[config.mk]
export PLATFORM = sky130hd
export DESIGN_NAME = dither_seq_gen
export DESIGN_NICKNAME = d
export VERILOG_FILES = /design/src/rtl/dither_pkg.sv /design/src/rtl/dither_lfsr.sv /design/src/rtl/dither_timebase.sv /design/src/rtl/dither_phase_dec.sv /design/src/rtl/dither_seq_gen.sv
export SDC_FILE = /design/constraint.sdc
export NUM_CORES = 1
export LEC_CHECK = 0
export BUFFER_PORTS_ARGS = -buffer_cell sky130_fd_sc_hd__buf_2
export CAP_MARGIN = 10
export CELL_PAD_IN_SITES_DETAIL_PLACEMENT = 0
export CELL_PAD_IN_SITES_GLOBAL_PLACEMENT = 2
export CORE_ASPECT_RATIO = 0.75
export CORE_MARGIN = 2
export CORE_UTILIZATION = 35
export CTS_CLUSTER_DIAMETER = 60
export DETAILED_ROUTE_END_ITERATION = 7
export PLACE_DENSITY = 0.85
export SLEW_MARGIN = 20
export SYNTH_ARGS = -nofsm -noshare
export SYNTH_HDL_FRONTEND = slang
export SYNTH_SLANG_ARGS = --single-unit
[constraint.sdc]
create_clock -name clk -period 4.47 [get_ports clk]
set_clock_uncertainty 0.2 [all_clocks]
set_input_delay 0.2235 -clock clk [delete_from_list [all_inputs] [get_ports clk]]
set_output_delay 0.2235 -clock clk [all_outputs]
set_load 0.02 [all_outputs]
[src/rtl/dither_pkg.sv]
package dither_pkg;
  localparam int SEL_W    = 3;
  localparam int BASE_LOG = 3;
  localparam int JIT_W    = 2;
  localparam int LFSR_W   = 16;
  localparam logic [LFSR_W-1:0] LFSR_SEED = 16'hACE1;
  localparam logic [LFSR_W-1:0] LFSR_TAPS = 16'hB400;
  localparam int POS_W    = BASE_LOG + (1 << SEL_W);

  typedef logic [POS_W-1:0] pos_t;

  typedef struct packed {
    logic vhi;
    logic iout;
    logic vlo;
    logic dlt;
  } strobe_t;

  function automatic pos_t period_of(input logic [SEL_W-1:0] s);
    return pos_t'(1) << (BASE_LOG + int'(s));
  endfunction
endpackage

[src/rtl/dither_lfsr.sv]
module dither_lfsr import dither_pkg::*; #(
  parameter int W = LFSR_W,
  parameter logic [W-1:0] SEED = LFSR_SEED,
  parameter logic [W-1:0] TAPS = LFSR_TAPS
) (
  input  logic             clk,
  input  logic             rst_n,
  input  logic             load,
  input  logic             step,
  output logic [JIT_W-1:0] jit_q,
  output logic [JIT_W-1:0] jit_nx
);
  logic [W-1:0] state_q;
  logic [W-1:0] state_nx;

  always_comb begin
    state_nx = {state_q[W-2:0], ^(state_q & TAPS)};
    jit_q    = state_q[JIT_W-1:0];
    jit_nx   = state_nx[JIT_W-1:0];
  end

  always_ff @(posedge clk or negedge rst_n) begin
    if (!rst_n)    state_q <= SEED;
    else if (load) state_q <= SEED;
    else if (step) state_q <= state_nx;
  end

  AST_LFSR_NONZERO: assert property (@(posedge clk) disable iff (!rst_n) state_q != '0);
endmodule

[src/rtl/dither_timebase.sv]
module dither_timebase import dither_pkg::*; #(
  parameter int CNT_W = 16
) (
  input  logic             clk,
  input  logic             rst_n,
  input  logic             go,
  input  logic             spread_en,
  input  logic [SEL_W-1:0] ratio_sel,
  input  logic [JIT_W-1:0] jit_now,
  input  logic [JIT_W-1:0] jit_next,
  output logic             active,
  output pos_t             pos,
  output pos_t             hv,
  output pos_t             h,
  output pos_t             q,
  output logic             cyc_end,
  output logic [CNT_W-1:0] cnt
);
  localparam logic [CNT_W-1:0] CNT_ONE = {{(CNT_W-1){1'b0}}, 1'b1};

  logic [SEL_W-1:0] sel_q;
  logic [JIT_W-1:0] j_q;
  pos_t             n, len, jx;

  always_comb begin
    n       = period_of(sel_q);
    h       = n >> 1;
    q       = n >> 3;
    jx      = pos_t'(j_q);
    hv      = h + jx;
    len     = n + jx;
    cyc_end = active && (pos == len - pos_t'(1));
  end

  always_ff @(posedge clk or negedge rst_n) begin
    if (!rst_n) begin
      active <= 1'b0;
      pos    <= '0;
      cnt    <= '0;
      sel_q  <= '0;
      j_q    <= '0;
    end else if (!go) begin
      active <= 1'b0;
      pos    <= '0;
      cnt    <= '0;
      sel_q  <= ratio_sel;
      j_q    <= '0;
    end else if (!active) begin
      active <= 1'b1;
      pos    <= '0;
      sel_q  <= ratio_sel;
      j_q    <= spread_en ? jit_now : '0;
    end else if (cyc_end) begin
      pos    <= '0;
      cnt    <= cnt + CNT_ONE;
      sel_q  <= ratio_sel;
      j_q    <= spread_en ? jit_next : '0;
    end else begin
      pos    <= pos + pos_t'(1);
    end
  end

  AST_POS_IN_RANGE: assert property (@(posedge clk) disable iff (!rst_n) active |-> pos < len);
  AST_SEL_HELD: assert property (@(posedge clk) disable iff (!rst_n) (go && active && !cyc_end) |=> $stable(sel_q));
endmodule

[src/rtl/dither_phase_dec.sv]
module dither_phase_dec import dither_pkg::*; (
  input  logic    active,
  input  pos_t    pos,
  input  pos_t    hv,
  input  pos_t    h,
  input  pos_t    q,
  output logic    mode_cur,
  output strobe_t stb
);
  logic in_cur;
  logic v_win;
  pos_t c;

  always_comb begin
    in_cur   = pos >= hv;
    c        = pos - hv;
    v_win    = active && !in_cur && (pos >= hv - q);
    mode_cur = active && in_cur;
    stb.vhi  = v_win;
    stb.iout = v_win;
    stb.vlo  = active && in_cur && (c >= h - q - pos_t'(1)) && (c <= h - pos_t'(2));
    stb.dlt  = active && in_cur && (c == h - pos_t'(1));
  end
endmodule

[src/rtl/dither_seq_gen.sv]
module dither_seq_gen import dither_pkg::*; #(
  parameter int CNT_W = 16
) (
  input  logic             clk,
  input  logic             rst_n,
  input  logic [SEL_W-1:0] ratio_sel,
  input  logic             spread_en,
  input  logic             run,
  input  logic             ovp,
  output logic             sync_out,
  output logic             mode_cur,
  output logic             trk_vhi,
  output logic             trk_iout,
  output logic             trk_vlo,
  output logic             trk_dlt,
  output logic             corr_en,
  output logic             ss_start,
  output logic [CNT_W-1:0] cycle_cnt
);
  logic             go;
  logic             active, cyc_end;
  logic [JIT_W-1:0] jit_q, jit_nx;
  pos_t             pos, hv, h, q;
  strobe_t          stb;
  logic             ss_q, corr_q;

  assign go       = run & ~ovp;
  assign sync_out = clk;

  dither_lfsr u_lfsr (
    .clk    (clk),
    .rst_n  (rst_n),
    .load   (!go),
    .step   (go && cyc_end),
    .jit_q  (jit_q),
    .jit_nx (jit_nx)
  );

  dither_timebase #(.CNT_W(CNT_W)) u_tb (
    .clk       (clk),
    .rst_n     (rst_n),
    .go        (go),
    .spread_en (spread_en),
    .ratio_sel (ratio_sel),
    .jit_now   (jit_q),
    .jit_next  (jit_nx),
    .active    (active),
    .pos       (pos),
    .hv        (hv),
    .h         (h),
    .q         (q),
    .cyc_end   (cyc_end),
    .cnt       (cycle_cnt)
  );

  dither_phase_dec u_dec (
    .active   (active),
    .pos      (pos),
    .hv       (hv),
    .h        (h),
    .q        (q),
    .mode_cur (mode_cur),
    .stb      (stb)
  );

  assign trk_vhi  = stb.vhi;
  assign trk_iout = stb.iout;
  assign trk_vlo  = stb.vlo;
  assign trk_dlt  = stb.dlt;

  always_ff @(posedge clk or negedge rst_n) begin
    if (!rst_n) begin
      ss_q   <= 1'b0;
      corr_q <= 1'b0;
    end else begin
      ss_q <= go & ~active;
      if (!go)         corr_q <= 1'b0;
      else if (cyc_end) corr_q <= 1'b1;
    end
  end

  assign ss_start = ss_q;
  assign corr_en  = corr_q;

  AST_STROBE_EXCL: assert property (@(posedge clk) disable iff (!rst_n) $onehot0({trk_vhi, trk_vlo, trk_dlt}));
  AST_DLT_THEN_VOLT: assert property (@(posedge clk) disable iff (!rst_n) trk_dlt |=> !mode_cur);
  AST_SS_ONE_CLOCK: assert property (@(posedge clk) disable iff (!rst_n) ss_start |=> !ss_start);
  AST_CORR_OFF_AT_START: assert property (@(posedge clk) disable iff (!rst_n) ss_start |-> !corr_en);
  AST_IDLE_QUIET: assert property (@(posedge clk) disable iff (!rst_n) !run |=> (!mode_cur && !trk_vhi && !trk_vlo && !trk_dlt && cycle_cnt == '0));
  AST_OVP_QUIET: assert property (@(posedge clk) disable iff (!rst_n) ovp |=> (!mode_cur && !corr_en && !trk_vhi));
endmodule

After elaboration in Yosys (flattened, before gate mapping) --
Cells that the tools add are included.
Storage, ports and cells: register bits 51, bits in latches 0, bits in writable memories 0, memory bits (read-only) 0, input bits 8, output and inout bits 24, logic and storage cells 65, memories kept 0
Operators by class: $add $sub $neg 12, $mul 0, div/mod/pow operators 0, $lt $le $gt $ge 4, equal/unequal tests 6, shift operators 1, muxes and demuxes 19, bitwise logic cells 4, reduce and logical (&&, ||, !) cells 11
Operator list (count):
- 16-bit 2-to-1 mux | 5
- 11-bit >= comparator | 3
- 11-bit 2-to-1 mux | 3
- 1-bit by 32-bit left shift with 11-bit output (first input constant) | 1
- 11-bit equality test | 2
- 11-bit by 1-bit subtractor with 11-bit output (second input constant) | 2
- 16-bit by 1-bit adder with 16-bit output (second input constant) | 1
- 16-bit XOR reduction | 1
- 10-bit by 2-bit adder with 11-bit output | 1
- 11-bit by 1-bit adder with 11-bit output (second input constant) | 1
- 11-bit by 2-bit adder with 11-bit output | 1
- 11-bit less-or-equal comparator | 1
- 10-bit by 1-bit subtractor with 11-bit output (second input constant) | 1
- 10-bit by 2-bit subtractor with 11-bit output (second input constant) | 1
- 10-bit by 8-bit subtractor with 11-bit output | 1
- 11-bit subtractor | 1
- 11-bit by 8-bit subtractor with 11-bit output | 1
- 2-bit 2-to-1 mux | 5
- 3-bit 2-to-1 mux | 3
- 1-bit logical AND | 8
- 2-bit by 1-bit != test with 1-bit output (second input constant) | 3
- 2-bit by 3-bit adder with 4-bit output (first input constant) | 1
- 1-bit 2-to-1 mux | 3
- 3-bit != test (second input constant) | 1
- other kinds (4) | 6

Depth between registers and ports, before layout --
Gate-level depths: netlist (run 1).
depth after elaboration 9, gate-level depth with buffers 22, gate-level depth less buffers 21

Hierarchy --
Synthesis (run 1) repeated with hierarchy kept, for this count alone.
Second synthesis, totals: cells, all modules 703, area total of the unflattened synthesis 5984.5 um^2
Modules (own cells, without submodules):
- dither_timebase | instances 1, cells each 302, area each 2701.3 um^2, seq. area each 825.8 um^2
- dither_phase_dec | instances 1, cells each 333, area each 2483.6 um^2, seq. area each 0.0 um^2
- dither_lfsr | instances 1, cells each 59, area each 706.9 um^2, seq. area each 410.4 um^2
- dither_seq_gen | instances 1, cells each 9, area each 92.6 um^2, seq. area each 50.0 um^2

==> impl_metrics.tcl, run 1 <==
set metrics [dict create \
    status "finished with violations" \
    violations "setup timing" \
    nets 879 \
    path_cells "or3_4, xnor2_4, inv_2, ha_4, nor2b_4, o31ai_4, a22oi_2, maj3_2, maj3_2, xor2_2, ha_1, nand4_1, or4_1, o22ai_1, o2111a_2, buf_6" \
    reg2reg_slack_ps 230 \
    drive_gt1_share_pct 19.9 \
    ys.flop_type "dfrtp_1" \
    synth_seq_cells 51 \
    rsz0062_at_grt "yes" \
    final_util_pct 43.7 \
    postRouteAntennaNets 0 \
    overflow 0 \
    synth_warnings 0 \
    synth_top_cell_area_share_pct 19.7 \
    wl_um 16500 \
    crit_path_max_incr_delay_ps 440 \
    max_cap_violations 0 \
    ys_seq_area_share_pct 22.5 \
    drt_iter0_markers 285 \
    ys_async_sr_fraction_pct 100 \
    worstSkewPairLatency_ps 410 \
    vias 5249 \
    rr_worst_depth 12 \
    worstHoldStart "spread_en" \
    slew_headroom_pct 56.6 \
    antenna_cells 0 \
    worst_path_dominant_cell_family "adder cells" \
    cpMostUsedCell "maj3_2" \
    slowest_stage "or3_4" \
    track_usage_pct 19.6 \
    wl_per_cell_um 16.7 \
    end_kind "output pin" \
    tns_ps -269 \
    irDropWorstVdd_v 0.000225 \
    die-area_um2 17400 \
    crit_type "reg2out" \
    syn_to_final_growth_pct 22.0 \
    die_w_um 151 \
    hp-class "in2reg" \
    drc 0 \
    finalWeightedCongestion 0.868 \
    clk_pin_slew_ps 70 \
    die_y_um 115 \
    syn_avg_cell_area_um2 8.29 \
    cp_data_required_time_ps 4050 \
    initial_utilization_pct 35.8 \
    synth_top_area_cell "ha_1" \
    synth_cells 689 \
    grt_max_degree 52 \
    crit_buf_inv 2 \
    final.period_utilization_pct 106 \
    r2r_start "u_tb.sel_q[1]$_DFFE_PN0P_" \
    grt_pass1_wl_um 26500 \
    timing_hold_violations_final 0 \
    startpoint_type "flip-flop" \
    setup_viol_count_final 1 \
    fillCellCount 1574 \
    period_needed_ps 4740 \
    synth_edf_count 0 \
    worst_pin_slew_ps 652 \
    grt_pass1_vias 5026 \
    min_to "u_tb.j_q[1]$_DFFE_PN0P_" \
    power_density_nw_per_um2 243 \
    core-area_um2 16000 \
    fin_ws_ps -269 \
    reg2reg_to "u_tb.cnt[10]$_DFFE_PN0P_" \
    synthDistinctLibCells 65 \
    hold_depth 3 \
    maxSlewViolCount 0 \
    antenna_found_initial 0 \
    cts_tree "yes" \
    leakagePower_nw 3.26 \
    num_io_pins 32 \
    synth_area_um2 5710 \
    worst-path-max-fanout 3 \
    cp.arrival_ps 4320 \
    rows 40 \
    fmax_ghz 0.211 \
    routed_via_density 5.32 \
    synth.area.top_cells "ha_1 (20%), dfrtp_1 (19%), xnor2_1 (7.1%)" \
    dr.pass1.iters 5 \
    io_buffers 31 \
    dp_hpwl_um 12900 \
]
## power by group
group          total, mW  switching (mW)  internal (mW)  leakage (nW)
registers          0.469         0.00388          0.465         0.676
clock network      0.552           0.220          0.331         0.115
logic              0.674           0.372          0.302          2.47
total               1.69           0.597           1.10          3.26
## tightest hold or removal path: cells and delay by family
kind                   cells  cell delay, ps
and+or+nand+nor            1             150
AOI/OAI and AO/OA          1             130
buffers and inverters      1             110
## metrics by stage
| stage | cell area, um2 | power, mW | hold slack, ps | instances | setup WS (ps) |
|---|---|---|---|---|---|
| after floorplan | 5870 | 0.958 | -272 | 703 | 21.4 |
| after global placement | 6490 | 1.11 | 158 | 965 | 48.9 |
| after detailed placement | 6490 | 1.12 | 94.5 | 965 | -93.6 |
| after CTS | 6880 | 1.68 | 24.1 | 985 | -232 |
| after global routing | 6970 | 1.80 | 45.5 | 987 | -402 |
| final | 6970 | 1.69 | 32.8 | 987 | -269 |
## cells in the final DEF (no fill, tap or decap), types with 12 or more instances in the layout
cell type	instances
inv_1	49
dfrtp_1	43
nand2_1	76
o21ai_0	23
nand3_1	32
ha_1	87
xor2_1	26
buf_4	45
a21oi_1	36
nand2b_1	12
nor2_1	43
xnor2_1	44
buf_2	28
conb_1	16
## logic make-up (layout without fill, tap and decap cells)
| logic type | after synthesis | in the layout | synth area share, % |
|---|---|---|---|
| other cells | 2 | 16 | 0.132 |
| simple gates | 245 | 245 | 21.4 |
| flops | 51 | 51 | 22.5 |
| fa+ha+maj | 97 | 97 | 21.8 |
| xor+xnor | 75 | 75 | 11.7 |
| mux | 11 | 11 | 2.21 |
| buf+inv | 72 | 146 | 5.06 |
| compound gates | 136 | 136 | 15.1 |
## what timing repair did
| item | CTS | global route |
|---|---|---|
| resized for setup | 27 | 24 |
| buffers inserted | 5 | 2 |
| hold endpoints to repair | 46 | 0 |
| pin swaps | 19 | 7 |
| hold buffers | 4 | 0 |
| endpoints found under the setup margin | 4 | 7 |
## cell type report
cell class	count	area, um2	share of cell area, %
Inverter	51	194	2.78
Sequential cell	51	1290	18.5
Tap cell	210	263	3.77
Clock buffer	9	205	2.94
Multi-Input combinational cell	580	4390	63.0
Clock inverter	3	22.5	0.323
Timing Repair Buffer	83	609	8.74
## Yosys cell counts, types with 3 or more instances
cell type and count:
o21a_1 7, a21o_1 5, nand4_1 11, nor4_1 4, fa_1 5, o21ai_0 31
nand3_1 32, mux2_2 3, and2_1 6, or2_2 5, nor3_1 12, a211oi_1 4
mux2i_1 7, a41o_1 3, clkbuf_1 15, dfrtp_1 43, inv_1 51, o31ai_1 8
nand2b_1 12, nor2_1 44, xnor2_1 46, nand2_1 76, o211ai_1 5, a31oi_1 4
and3_1 8, a21boi_0 4, a21oi_1 44, o21bai_1 3, o22ai_1 3, xor2_1 28
nor3b_1 3, or4_1 9, or3_1 6, ha_1 90, nor2b_1 7, dfstp_2 8
## worst max-delay path by stage
| stage | startpoint | endpoint | slack [ps] | depth (start not counted) |
|---|---|---|---|---|
| floorplan | u_tb.sel_q[2]$_DFFE_PN0P_ | trk_vlo | 20 | 17 |
| global placement | u_tb.sel_q[2]$_DFFE_PN0P_ | trk_vlo | 50 | 16 |
| detailed placement | u_tb.sel_q[2]$_DFFE_PN0P_ | trk_vlo | -90 | 16 |
| CTS | u_tb.sel_q[0]$_DFFE_PN0P_ | trk_vlo | -230 | 17 |
| global route | u_tb.sel_q[0]$_DFFE_PN0P_ | trk_vlo | -400 | 17 |
| finish | u_tb.sel_q[0]$_DFFE_PN0P_ | trk_vlo | -270 | 16 |
## metal layers
metal / GRT usage, % / share of wire, %
met5: 0 / 0
met4: 3.40 / 0.46
met3: 2.75 / 4.9
met2: 28.3 / 42
met1: 31.1 / 53
## flip-flops by register name, summed over array words and instances (netlist names)
signal and flops:
corr_en 1, ss_start 1, u_lfsr.state_q 16, u_tb.active 1, u_tb.cnt 16, u_tb.j_q 2, u_tb.pos 11, u_tb.sel_q 3
Note: power is estimated with default switching activity, not from simulation.
==> run 2: changes to the inputs <==
CORE_UTILIZATION = 38   (was 35)
CTS_CLUSTER_DIAMETER = unset   (was 60)
PLACE_DENSITY = 0.88   (was 0.85)
clock period = 4.38 ns   (was 4.47 ns; I/O delays follow)
==> run 2 against run 1 <==
Net effect:
- the run still ends with setup timing left
- highest routed layer unchanged
- register-to-register slack got worse by 80 ps
- power rose by 5.7%
- hold slack got worse by 20 ps
- clock-buffer cell count did not move
- utilization rose by 4.6 points
- global-route usage rose by 0.86 points
==> impl_metrics.tcl, run 2 (synthesized netlist as in run 1, its figures left out) <==
set metrics [dict create \
    status "finished with violations" \
    violations "setup timing" \
    worst_path_dominant_cell_family "adder cells" \
    end_kind "output pin" \
    drt_iter0_markers 327 \
    cp_data_required_time_ps 3960 \
    p_clk_share_pct 33.8 \
    dr.pass1.iters 5 \
    die_y_um 110 \
    grt_pass1_vias 4857 \
    overflow 0 \
    p_sw_uw 604 \
    final.period_utilization_pct 107 \
    crit_path_max_incr_delay_ps 430 \
    final_common_cell "ha_1" \
    worst_pin_slew_ps 639 \
    setup_viol_count_final 1 \
    maxSlewViolCount 0 \
    track_usage_pct 20.5 \
    rows 38 \
    dp_hpwl_um 12900 \
    num_io_pins 32 \
    power_frac_comb_pct 39.4 \
    slew_headroom_pct 57.4 \
    slowest_stage "or3_4" \
    leakagePower_nw 3.30 \
    nets 885 \
    min_to "u_tb.j_q[1]$_DFFE_PN0P_" \
    cpMostUsedCell "maj3_2" \
    post-place-ws_ps -12.0 \
    power_density_nw_per_um2 254 \
    antenna_cells 0 \
    rr_worst_depth 12 \
    stdcell_area_um2 7040 \
    worstSkewPairLatency_ps 410 \
    path_cells "or3_4, xnor2_2, inv_2, ha_4, nor2b_4, o31ai_4, a22oi_2, maj3_2, maj3_2, xor2_2, ha_1, nand4_1, or4_4, o22ai_2, o2111a_2, buf_6" \
    max_cap_violations 0 \
    reg2reg_to "u_tb.cnt[10]$_DFFE_PN0P_" \
    fin_ws_ps -291 \
    startpoint_type "flip-flop" \
    wl_um 16100 \
    rsz0062_at_grt "yes" \
    register_area_um2 1290 \
    worst-path-max-fanout 3 \
    worstHoldStart "spread_en" \
    core-area_um2 14600 \
    io_buffers 31 \
    grt_max_degree 52 \
    period_needed_ps 4670 \
    hp-class "in2reg" \
    drive_gt1_share_pct 21.6 \
    antenna_found_initial 0 \
    power.internal_mw 1.19 \
    crit_buf_inv 2 \
    cts_tree "yes" \
    routed_via_density 5.30 \
    multi_input_area_um2 4410 \
    hold_depth 3 \
    die_w_um 146 \
    seqPwrFrac_pct 26.7 \
    fmax_ghz 0.214 \
    timing_hold_violations_final 0 \
    die-area_um2 16000 \
    layout_common_cells "ha_1 (85), nand2_1 (76), buf_4 (52)" \
    postRouteAntennaNets 0 \
    syn_to_final_growth_pct 23.3 \
    irDropWorstVdd_v 0.000347 \
    placed_area_um2 6480 \
    final_util_pct 48.2 \
    fillCellCount 1377 \
    power_mw 1.79 \
    finalWeightedCongestion 0.970 \
    initial_utilization_pct 39.1 \
    top_regs "u_lfsr.state_q (16), u_tb.cnt (16), u_tb.pos (11)" \
    wl_per_cell_um 16.4 \
    cp.arrival_ps 4250 \
    clk_pin_slew_ps 70 \
    r2r_start "u_tb.sel_q[0]$_DFFE_PN0P_" \
    reg2reg_slack_ps 150 \
    grt_pass1_wl_um 25600 \
    tns_ps -291 \
    crit_type "reg2out" \
    drc 0 \
    vias 5209 \
    swShare_pct 33.7 \
]
-- run 2: final cells by class --
cell class | count | share of cell area (%)
Multi-Input combinational cell | 580 | 62.7
Sequential cell | 51 | 18.3
Clock buffer | 9 | 2.91
Inverter | 51 | 2.72
Clock inverter | 3 | 0.675
Tap cell | 200 | 3.55
Timing Repair Buffer | 89 | 9.17
-- run 2: power by group through the flow --
stage / clock, mW / combinational, mW / sequential, mW
finish: 0.606 / 0.707 / 0.479
global route: 0.644 / 0.784 / 0.479
CTS: 0.623 / 0.663 / 0.479
detailed placement: 0.0213 / 0.636 / 0.487
global placement: 0.0213 / 0.626 / 0.487
floorplan: 0.0267 / 0.465 / 0.486
-- run 2: worst max path at each step --
stage,from,end,slack (ps),depth (start not counted)
2_1_floorplan,u_tb.sel_q[2]$_DFFE_PN0P_,trk_vlo,40,17
3_3_place_gp,u_tb.sel_q[2]$_DFFE_PN0P_,trk_vlo,40,16
3_5_place_dp,u_tb.j_q[1]$_DFFE_PN0P_,trk_vlo,-10,15
4_1_cts,u_tb.sel_q[2]$_DFFE_PN0P_,trk_vlo,-280,16
5_1_grt,u_tb.sel_q[1]$_DFFE_PN0P_,trk_vlo,-420,17
6_report,u_tb.sel_q[0]$_DFFE_PN0P_,trk_vlo,-290,16
-- run 2: worst min-delay path, delay by kind of cell --
kind | cells | cell delay, ps
simple gates | 1 | 140
compound gates | 1 | 120
buf+inv | 1 | 100
-- run 2: per-layer routing --
metal  up-vias  track usage (%)  part of all wire [%]
met5         -                0                     0
met4         0             3.08                  0.45
met3         8             4.12                   4.9
met2       105             29.6                    41
met1      2511             31.7                    54
li1       2585                -                     -
-- run 2: through the flow --
step                hold WS [ps]  instances
finish                      13.1        983
global route                15.5        983
CTS                         11.7        974
detailed placement           153        956
global placement             153        956
floorplan                   -277        703
-- run 2: timing repair --
item,CTS,global route
pin swaps,13,13
hold buffers,4,0
setup buffers,3,9
hold endpoints to repair,46,0
endpoints found under the setup margin,4,12
resized for setup,26,33
==> run 3: changes to the inputs <==
CORE_ASPECT_RATIO = unset   (was 0.75)
RECOVER_POWER = 25   (was unset)
==> run 3 against run 2 <==
Net effect:
- the flow finishes with violations (capacitance limit, slew limit, setup timing)
- largest cell class unchanged
- critical endpoint unchanged
- routed wire length rose by 2.4%
- power fell by 2.1%
- sequential power barely moved
- cell area rose by 2.4%
- global-route usage rose by 0.21 points
==> impl_metrics.tcl, run 3 (synthesized netlist as in run 1, its figures left out) <==
set metrics [dict create \
    worstSkewPairLatency_ps 400 \
    die_y_um 127 \
    num_io_pins 32 \
    timing_hold_violations_final 0 \
    slowest_stage "or3_4" \
    overflow 0 \
    slew_headroom_pct -84.5 \
    grt_max_degree 52 \
    post-place-ws_ps -9.08 \
    maxSlewViolCount 52 \
    status "finished with violations" \
    dp.cells 949 \
    initial_utilization_pct 39.1 \
    hp-class "in2reg" \
    antenna_found_initial 0 \
    syn_to_final_growth_pct 26.2 \
    violations "capacitance limit, slew limit, setup timing" \
    crit_path_max_incr_delay_ps 440 \
    leakagePower_nw 3.38 \
    dr.pass1.iters 5 \
    finalWeightedCongestion 0.901 \
    worstHoldStart "spread_en" \
    end_kind "output pin" \
    core-area_um2 14600 \
    fmax_ghz 0.214 \
    grt_pass1_vias 5327 \
    whs_ps 68.3 \
    layout_common_cells "ha_1 (83), nand2_1 (74), buf_4 (64)" \
    rows 44 \
    drt_iter0_markers 241 \
    clk_pin_slew_ps 70 \
    startpoint_type "flip-flop" \
    path_cells "or3_4, xnor2_4, inv_2, ha_4, nor2b_4, o31ai_4, a22oi_2, maj3_2, maj3_2, xor2_4, ha_4, nand4_1, or4_4, o22ai_2, o2111a_2, buf_6" \
    crit_buf_inv 2 \
    top_regs "u_lfsr.state_q (16), u_tb.cnt (16), u_tb.pos (11)" \
    final.period_utilization_pct 107 \
    drc 0 \
    cts_tree "yes" \
    wl_um 16500 \
    worst_path_dominant_cell_family "adder cells" \
    die-area_um2 16000 \
    drive_gt1_share_pct 23.5 \
    irDropWorstVdd_v 0.000141 \
    track_usage_pct 20.7 \
    max_cap_violations 1 \
    rsz0062_at_grt "yes" \
    final_common_cell "ha_1" \
    grt_pass1_wl_um 26800 \
    io_buffers 31 \
    cp_data_required_time_ps 3960 \
    routed_via_density 5.40 \
    antenna_cells 0 \
    setup_viol_count_final 2 \
    period_needed_ps 4670 \
    final_cell_count_no_fill 985 \
    fin_ws_ps -286 \
    postRouteAntennaNets 0 \
    power_mw 1.75 \
    vias 5319 \
    die_w_um 127 \
    nets 903 \
    worst_pin_slew_ps 2770 \
    dp_hpwl_um 12900 \
    cp.arrival_ps 4250 \
    wl_per_cell_um 16.8 \
    crit_start "u_tb.sel_q[2]$_DFFE_PN0P_" \
    r2r_start "u_tb.sel_q[1]$_DFFE_PN0P_" \
    power_density_nw_per_um2 243 \
    worst-path-max-fanout 2 \
    crit_type "reg2out" \
]
run 3: final cells by class:
cell class	instances	area, um2
well taps	184	230
inverters	51	191
repair buffers	106	777
fillers	1413	7380
flip-flops and latches	51	1290
clock buffers	10	219
clock inverters	2	13.8
multi-input cells	581	4490
run 3: worst paths after layout:
| kind | slack, ps | cells after the start | endpoint |
|---|---|---|---|
| worst max-delay path | -290 | 16 | trk_vlo |
| worst min-delay path | 70 | 3 | u_tb.j_q[0]$_DFFE_PN0P_ |
| worst max register to register | 150 | 12 | u_tb.cnt[10]$_DFFE_PN0P_ |
| worst min register to register | 290 | 2 | u_lfsr.state_q[7]$_DFFE_PN1P_ |
| max in group asynchronous | 1290 | 3 | u_tb.pos[3]$_DFF_PN0_ |
| min in group asynchronous | 1120 | 3 | u_tb.cnt[0]$_DFFE_PN0P_ |
run 3: stage by stage:
stage	instance area (um2)	TNS (ps)	util [%]
floorplan	5870	0	-
global placement	6530	0	44.8
detailed placement	6530	-9.08	44.8
CTS	7050	-521	48.3
global route	7210	-1060	49.4
finish	7210	-458	49.4
run 3: worst min-delay path: cells and delay by family:
kind | cells | cell delay, ps
simple gates | 1 | 170
compound gates | 1 | 130
buf+inv | 1 | 120
run 3: routing by layer:
| layer | vias up | global-route usage, % | share of wire [%] | wire length [um] |
|---|---|---|---|---|
| li1 | 2623 | - | - | - |
| met4 | 0 | 6.27 | 2.6 | 421 |
| met2 | 121 | 38.3 | 52 | 8510 |
| met5 | - | 0 | 0 | 0 |
| met3 | 24 | 2.91 | 2.9 | 478 |
| met1 | 2551 | 24.7 | 43 | 7090 |
run 3: what timing repair did:
item / 4_1_cts / 5_1_grt
hold buffers: 4 / 0
resized for setup: 37 / 34
setup buffers: 16 / 8
setup endpoints to repair: 5 / 27
pin swaps: 16 / 22
endpoints found under the hold margin: 46 / 0
cloned: 0 / 1
run 3: power by group:
part	switching [mW]	total (mW)	internal (mW)	leakage, nW
registers	0.00405	0.478	0.474	0.676
clock network	0.208	0.559	0.351	0.118
logic	0.384	0.716	0.332	2.59
total	0.596	1.75	1.16	3.38
